<file path="config.mk">
export PLATFORM = sky130hd
export DESIGN_NAME = ffc_cascade
export DESIGN_NICKNAME = d
export VERILOG_FILES = /design/src/rtl/ffc_pkg.sv /design/src/rtl/ffc_cmd_decode.sv /design/src/rtl/ffc_first_free.sv /design/src/rtl/ffc_slice.sv /design/src/rtl/ffc_cascade.sv
export SDC_FILE = /design/constraint.sdc
export NUM_CORES = 1
export LEC_CHECK = 0
export BUFFER_PORTS_ARGS = -buffer_cell sky130_fd_sc_hd__buf_2
export CORE_ASPECT_RATIO = 0.75
export CORE_MARGIN = 8
export CORE_UTILIZATION = 50
export DETAILED_ROUTE_END_ITERATION = 10
export HOLD_SLACK_MARGIN = 0.02
export PLACE_DENSITY = 0.71
export SYNTH_ARGS = -nofsm -noshare
export SYNTH_HDL_FRONTEND = slang
export SYNTH_SLANG_ARGS = --single-unit
export TNS_END_PERCENT = 20
</file>
<file path="constraint.sdc">
create_clock -name clk -period 5.15 [get_ports clk]
set_input_delay 0.2575 -clock clk [delete_from_list [all_inputs] [get_ports clk]]
set_output_delay 0.2575 -clock clk [all_outputs]
set_load 0.02 [all_outputs]
</file>
<file path="src/rtl/ffc_pkg.sv">
package ffc_pkg;
    typedef enum logic [2:0] {
        OP_NONE    = 3'd0,
        OP_MOVE_NF = 3'd1,
        OP_SETFULL = 3'd2,
        OP_PA_WR   = 3'd3,
        OP_DS_WR   = 3'd4,
        OP_CRESET  = 3'd5
    } ffc_op_e;

    typedef struct packed {
        logic move_nf;
        logic set_full;
        logic pa_wr;
        logic ds_wr;
        logic creset;
    } ffc_strobe_t;
endpackage

</file>
<file path="src/rtl/ffc_cmd_decode.sv">
module ffc_cmd_decode
    import ffc_pkg::*;
(
    input  logic        cmd_valid,
    input  logic [2:0]  cmd_op,
    output ffc_strobe_t strobe
);
    ffc_op_e op;

    always_comb begin
        op     = ffc_op_e'(cmd_op);
        strobe = '0;
        if (cmd_valid) begin
            case (op)
                OP_MOVE_NF: strobe.move_nf  = 1'b1;
                OP_SETFULL: strobe.set_full = 1'b1;
                OP_PA_WR:   strobe.pa_wr    = 1'b1;
                OP_DS_WR:   strobe.ds_wr    = 1'b1;
                OP_CRESET:  strobe.creset   = 1'b1;
                default:    strobe          = '0;
            endcase
        end
    end
endmodule

</file>
<file path="src/rtl/ffc_first_free.sv">
module ffc_first_free #(
    parameter int DEPTH = 8,
    localparam int AW = (DEPTH > 1) ? $clog2(DEPTH) : 1
) (
    input  logic [DEPTH-1:0] occupied,
    output logic             any_free,
    output logic [AW-1:0]    idx
);
    always_comb begin
        any_free = 1'b0;
        idx      = '0;
        for (int k = DEPTH - 1; k >= 0; k--) begin
            if (!occupied[k]) begin
                any_free = 1'b1;
                idx      = AW'(k);
            end
        end
    end
endmodule

</file>
<file path="src/rtl/ffc_slice.sv">
module ffc_slice
    import ffc_pkg::*;
#(
    parameter int DEPTH = 8,
    parameter int CW    = 16,
    parameter int PW    = 16,
    localparam int AW = (DEPTH > 1) ? $clog2(DEPTH) : 1
) (
    input  logic          clk,
    input  logic          rst_n,
    input  logic          chain_in,
    input  ffc_strobe_t   strobe,
    input  logic [CW-1:0] data,
    input  logic [AW-1:0] rd_addr,
    output logic          chain_out,
    output logic          respond,
    output logic [PW-1:0] pa_o,
    output logic [PW-1:0] ds_o,
    output logic          rd_valid,
    output logic [CW-1:0] rd_data
);
    typedef struct packed {
        logic [DEPTH-1:0]         valid;
        logic [DEPTH-1:0][CW-1:0] mem;
        logic [PW-1:0]            pa;
        logic [PW-1:0]            ds;
        logic                     forced;
    } slice_st_t;

    slice_st_t     st_d, st_q;
    logic          own_full;
    logic          any_free;
    logic [AW-1:0] free_idx;

    ffc_first_free #(.DEPTH(DEPTH)) i_free (
        .occupied (st_q.valid),
        .any_free (any_free),
        .idx      (free_idx)
    );

    assign own_full  = st_q.forced | ~any_free;
    assign respond   = chain_in & ~own_full;
    assign chain_out = chain_in & own_full;
    assign pa_o      = st_q.pa;
    assign ds_o      = st_q.ds;
    assign rd_valid  = st_q.valid[rd_addr];
    assign rd_data   = st_q.mem[rd_addr];

    always_comb begin
        st_d = st_q;
        if (strobe.creset) begin
            st_d.valid  = '0;
            st_d.forced = 1'b0;
            st_d.ds     = '0;
        end else if (strobe.ds_wr) begin
            st_d.ds = data[PW-1:0];
        end else if (respond) begin
            if (strobe.move_nf) begin
                st_d.mem[free_idx]   = data;
                st_d.valid[free_idx] = 1'b1;
            end
            if (strobe.set_full) begin
                st_d.forced = 1'b1;
            end
            if (strobe.pa_wr) begin
                st_d.pa = data[PW-1:0];
            end
        end
    end

    always_ff @(posedge clk) begin
        if (!rst_n) begin
            st_q <= '0;
        end else begin
            st_q <= st_d;
        end
    end
endmodule

</file>
<file path="src/rtl/ffc_cascade.sv">
module ffc_cascade
    import ffc_pkg::*;
#(
    parameter int N     = 4,
    parameter int DEPTH = 8,
    parameter int CW    = 16,
    parameter int PW    = 16,
    localparam int SW = (N > 1) ? $clog2(N) : 1,
    localparam int AW = (DEPTH > 1) ? $clog2(DEPTH) : 1
) (
    input  logic            clk,
    input  logic            rst_n,
    input  logic            cmd_valid,
    input  logic [2:0]      cmd_op,
    input  logic [CW-1:0]   cmd_data,
    input  logic [SW-1:0]   rd_slice,
    input  logic [AW-1:0]   rd_addr,
    output logic            rd_valid,
    output logic [CW-1:0]   rd_data,
    output logic [N-1:0]    slice_full_o,
    output logic            full_o,
    output logic [N*PW-1:0] pa_flat,
    output logic [N*PW-1:0] ds_flat
);
    ffc_strobe_t   strobe;
    logic [N:0]    chain;
    logic [N-1:0]  resp;
    logic [N-1:0]  rv;
    logic [CW-1:0] rdat [N];

    ffc_cmd_decode i_dec (
        .cmd_valid (cmd_valid),
        .cmd_op    (cmd_op),
        .strobe    (strobe)
    );

    assign chain[0] = 1'b1;

    for (genvar s = 0; s < N; s++) begin : g_slice
        ffc_slice #(.DEPTH(DEPTH), .CW(CW), .PW(PW)) i_slice (
            .clk       (clk),
            .rst_n     (rst_n),
            .chain_in  (chain[s]),
            .strobe    (strobe),
            .data      (cmd_data),
            .rd_addr   (rd_addr),
            .chain_out (chain[s+1]),
            .respond   (resp[s]),
            .pa_o      (pa_flat[s*PW +: PW]),
            .ds_o      (ds_flat[s*PW +: PW]),
            .rd_valid  (rv[s]),
            .rd_data   (rdat[s])
        );
    end

    assign slice_full_o = chain[N:1];
    assign full_o       = chain[N];

    always_comb begin
        rd_valid = 1'b0;
        rd_data  = '0;
        for (int s = 0; s < N; s++) begin
            if (rd_slice == SW'(s)) begin
                rd_valid = rv[s];
                rd_data  = rdat[s];
            end
        end
    end
endmodule

</file>
After elaboration in Yosys (flattened, before gate mapping):

Index checks and enable logic that the tools add are counted.

* magnitude comparators: 9
* equal/unequal tests: 8
* mux-type cells: 114
* bitwise operators: 25
* reduce and logical (&&, ||, !) cells: 22

Operators by type and width (number)
* $bwmux 128: 4
* $bmux 16 s3: 4
* $demux 16 s3: 4
* $mux 16: 12
* $mux 3: 32
* $mux 1: 49
* $or 8x8->8: 4
* $reduce_and 4->1: 8
* $reduce_and 3->1: 8
* $lt 3x4->1 const B: 5
* $bmux 1 s3: 4
* $demux 1 s3: 4
* $ge 3x1->1 const B: 4
* $not 1->1: 11
* $and 1x1->1: 6
* $eq 3x2->1 const B: 2
* $eq 3x3->1 const B: 2
* $mux 5: 1
* $eq 2x2->1 const B: 2
* $logic_and 1x1->1: 4
* $or 1x1->1: 4
* $eq 3x1->1 const B: 1
* $eq 2x1->1 const B: 1
* $logic_not 2->1: 1
* $reduce_or 2->1: 1

* register bits: 628

Logic depth before layout (Yosys ltp):

* depth after elaboration: 14
* mapped depth: 11
* gate-level depth less buffers: 7

Cells and area by module:

A second synthesis with hierarchy kept.

* cell total of the unflattened synthesis: 2897
* area total of the unflattened synthesis: 30792.0 µm²

Modules (own cells, without submodules)
* ffc_slice (g_slice[0].i_slice ...): times used 3, cells each 701, area an instance 7488.4 µm², sequential area each 3383.2 µm²
* ffc_slice (g_slice[3].i_slice): times used 1, cells each 702, area an instance 7489.7 µm², sequential area each 3383.2 µm²
* ffc_cascade: times used 1, cells each 23, area an instance 461.7 µm², sequential area each 0.0 µm²
* ffc_first_free: times used 4, cells each 16, area an instance 78.8 µm², sequential area each 0.0 µm²
* ffc_cmd_decode: times used 1, cells each 5, area an instance 60.1 µm², sequential area each 0.0 µm²

Least setup slack after synthesis:

Ideal clock, no wire load.

* path kind: reg2out
* start point: reg g_slice[0].i_slice.st_q[161] (netlist name)
* end point: out slice_full_o[3]
* data arrival time: 2.116 ns
* setup slack: 2.777 ns
* cell stages (with the launch flop): 10
* buffers on the path: 4
* path through: dfxtp_1 buf_4 and4_1 a41oi_4 inv_2 buf_6 nand2_4 clkbuf_1 nor3_1 buf_4

* cells in the longest elaborated chain, start to end: 6

Ends and longest elaborated chain
* start: declaration: line ffc_slice.sv:30 `slice_st_t st_d, st_q;`
* start signal: assignment: line ffc_slice.sv:75 `st_q <= st_d;`
* $mux 1: line ffc_first_free.sv:13 `if (!occupied[k]) begin`
* $not 1->1: line ffc_slice.sv:41 `assign own_full = st_q.forced | ~any_free;`
* $or 1x1->1: line ffc_slice.sv:41
* $and 1x1->1 (3 in a row): line ffc_slice.sv:43 `assign chain_out = chain_in & own_full;`
* end: declaration: line ffc_cascade.sv:20 `output logic [N-1:0] slice_full_o,`

No other way between the ends.

Final worst setup path:

* start point: reg g_slice[0].i_slice.st_q[163] (netlist name)
* end point: out slice_full_o[1]

* cells in the longest elaborated chain, start to end: 6

Ends and longest elaborated chain (line)
* $mux 1 (3 in a row): ffc_first_free.sv:13
* $not 1->1: ffc_slice.sv:41
* $or 1x1->1: ffc_slice.sv:41
* $and 1x1->1: ffc_slice.sv:43

No other way between the ends.

==> impl_metrics.csv <==
group,metric,value,unit
run_status,status,"completed",
floorplan,ioPinCount,177,
drt,drc_errors,0,
drt,drt_wl_total,90100,µm
sta,setup_viol,0,
floorplan,die_h,226,µm
synthesis,async_flop_share,0,
grt,grt_first_pass_wirelength,137000,µm
drt,antenna_left,0,
clock_tree,clkSinkCount,628,
sta,tns,0,ns
finish,final_common_cell,"dfxtp_1",
synthesis,synth_edf_count,0,
synthesis,yosysSeqAreaShare,0.426,
floorplan,initial_core_util,0.503,
floorplan,rows,77,
power,peakVddDrop,0.000281,V
drt,viasPerCell,6.24,
sta,fmax,242,MHz
power,power,10.1,mW
placement,dp.final_hpwl,57400,µm
floorplan,die_area,67200,µm²
grt,globalRouteTotalUtil,0.259,
sta,min_period_over_period,0.803,
clock_tree,cts_setup_buffers,0,
hold_path,hold_class,"input pin to register",
clock_tree,tritoncts,"built",
worst_setup_path,end_kind,"output port",
placement,io_buffers,176,
worst_setup_path,cp.required,4.89,ns
synthesis,synth_area,29500,µm²
synthesis,synth_nets,3157,
sta,worst_slew_pin_slew,1.34,ns
floorplan,coreArea,58700,µm²
finish,n_fill_cell,4999,
power,power_density,318,nW/µm²
worst_setup_path,path_class,"register to output port",
power,power.leakage,10.9,nW
synthesis,syn_area_per_cell,9.44,µm²
clock_tree,cts_buffers,59,
sta,hold_viol_final,0,
finish,nets,2992,
run,cap_viol_max_count,0,
clock_tree,cts_buffer_depth,3,
clock_tree,clk-insertion-delay-late,0.65,ns
finish,final_cell_mix,"628 x dfxtp_1, 382 x nand2_1, 309 x a21boi_0, 277 x o21ai_0, 252 x nand3_1",
drt,firstDrtPassIters,5,
clock_tree,htree_num_levels,2,
grt,grt.overflow.total,0,
placement,gp_congestion,0.915,
worst_setup_path,startpoint_type,"register",
worst_setup_path,crit_fanout,73,
placement,place_inst,3693,
sta,finalCriticalPeriod,4.14,ns
grt,grt_max_degree,319,
worst_setup_path,cp_data_arrival_time,3.88,ns
synthesis,synthFlopType,"dfxtp_1",
synthesis,yosysWarnings,0,
synthesis,ys_types,74,
clock_tree,cts_resized,0,
finish,drive_above_1_share,0.166,
sta,finalClockSkew,0.0250,ns
finish,syn_to_final_growth,6.94,%
clock_tree,cts-root-buf,"clkbuf_16",
grt,antenna_found_initial,4,
drt,vias,23700,
synthesis,ys_ff_latch,628,
clock_tree,path_clk_slew,0.06,ns
drt,detail_route.wl_per_cell,23.7,µm
clock_tree,cts_hold_buffers,0,
synthesis,syn_inst,3130,
grt,grt_pass1_vias,22700,
sta,maxSlewViolCount,0,
sta,grt_setup_unrepaired,"no",
drt,drt_first_iter_violations,2772,
finish,fin_cells,3804,
sta,slew_headroom,0.103,
floorplan,die_w,297,µm
[per-layer routing]
layer | track usage | vias to the layer above | routed length, µm
li1 | - | 10600 | -
met1 | 0.362 | 11700 | 37900
met2 | 0.378 | 1194 | 38800
met3 | 0.0618 | 205 | 9390
met4 | 0.113 | 4 | 3980
met5 | 0 | - | 25
[flip-flops by register name, summed over array words and instances (netlist names)]
register / cells
g_slice.i_slice.st_q: 548
g_slice.i_slice.pa_o: 64
g_slice.i_slice.ds_o: 16
[cell families (layout without fill, tap and decap cells)]
| group | count (synthesis) | count (layout) | share of synthesized area |
|---|---|---|---|
| other cells | 0 | 1 | 0 |
| simple gates | 936 | 936 | 0.154 |
| compound gates | 755 | 755 | 0.166 |
| mux | 348 | 348 | 0.171 |
| flops | 628 | 628 | 0.426 |
| buf+inv | 463 | 346 | 0.0826 |
[critical path, stage by stage, from the launching register on]
cell and delay, ns:
dfxtp_1 0.75, and4_1 0.34, a41oi_4 0.20, inv_2 0.50, nand2_4 0.40, inv_4 0.69, buf_2 0.29
[synthesized netlist by cell type (51+ instances only)]
cell type	n	area (µm²)
a21boi_0	309	2320
a21oi_1	51	255
buf_2	68	340
buf_4	150	1130
clkbuf_1	210	788
dfxtp_1	628	12600
mux2i_1	210	2100
mux4_2	125	2820
nand2_1	382	1430
nand3_1	252	1260
nor2_1	67	251
nor2b_1	108	676
o21ai_0	278	1390
[per-stage QoR]
step / worst slack [ns] / utilization / hold slack, ns / instance area [µm²]
after floorplan: 2.78 / - / 0.428 / 29500
after global placement: 1.67 / 0.503 / 0.434 / 29500
after detailed placement: 1.43 / 0.503 / 0.442 / 29500
after CTS: 1.09 / 0.538 / 0.0741 / 31600
after global routing: 0.828 / 0.538 / 0.118 / 31600
final: 1.01 / 0.538 / 0.0882 / 31600
[cell type report]
cell class              instances  area (µm²)  share of cell area
repair buffers                224        1310              0.0414
multi-input cells            2039       14600               0.462
clock buffers                  86        1700              0.0537
well taps                     790         988              0.0313
clock inverters                23         363              0.0115
flip-flops and latches        628       12600               0.398
diodes                          1        2.50           0.0000792
inverters                      13        51.3             0.00162
[report_power, final]
part           leakage, nW  switching [mW]  internal [mW]  total, mW
registers             5.06         0.00714           4.86       4.87
clock network         1.01            1.97           2.69       4.67
logic                 4.82           0.367          0.157      0.524
[path summary, 6_finish.rpt]
kind | from | end | slack (ns) | cells past startpoint
worst max-delay path | g_slice[0].i_slice.st_q[163]$_SDFFE_PP0P_ | slice_full_o[1] | 1.01 | 6
worst min-delay path | rst_n | g_slice[2].i_slice.st_q[150]$_SDFFE_PN0P_ | 0.09 | 2
worst max register to register | g_slice[0].i_slice.st_q[163]$_SDFFE_PP0P_ | g_slice[3].i_slice.st_q[124]$_SDFFE_PN0P_ | 1.37 | 8
worst min register to register | g_slice[1].i_slice.st_q[74]$_SDFFE_PN0P_ | g_slice[1].i_slice.st_q[74]$_SDFFE_PN0P_ | 0.45 | 2
(Power assumes the default switching activity.)
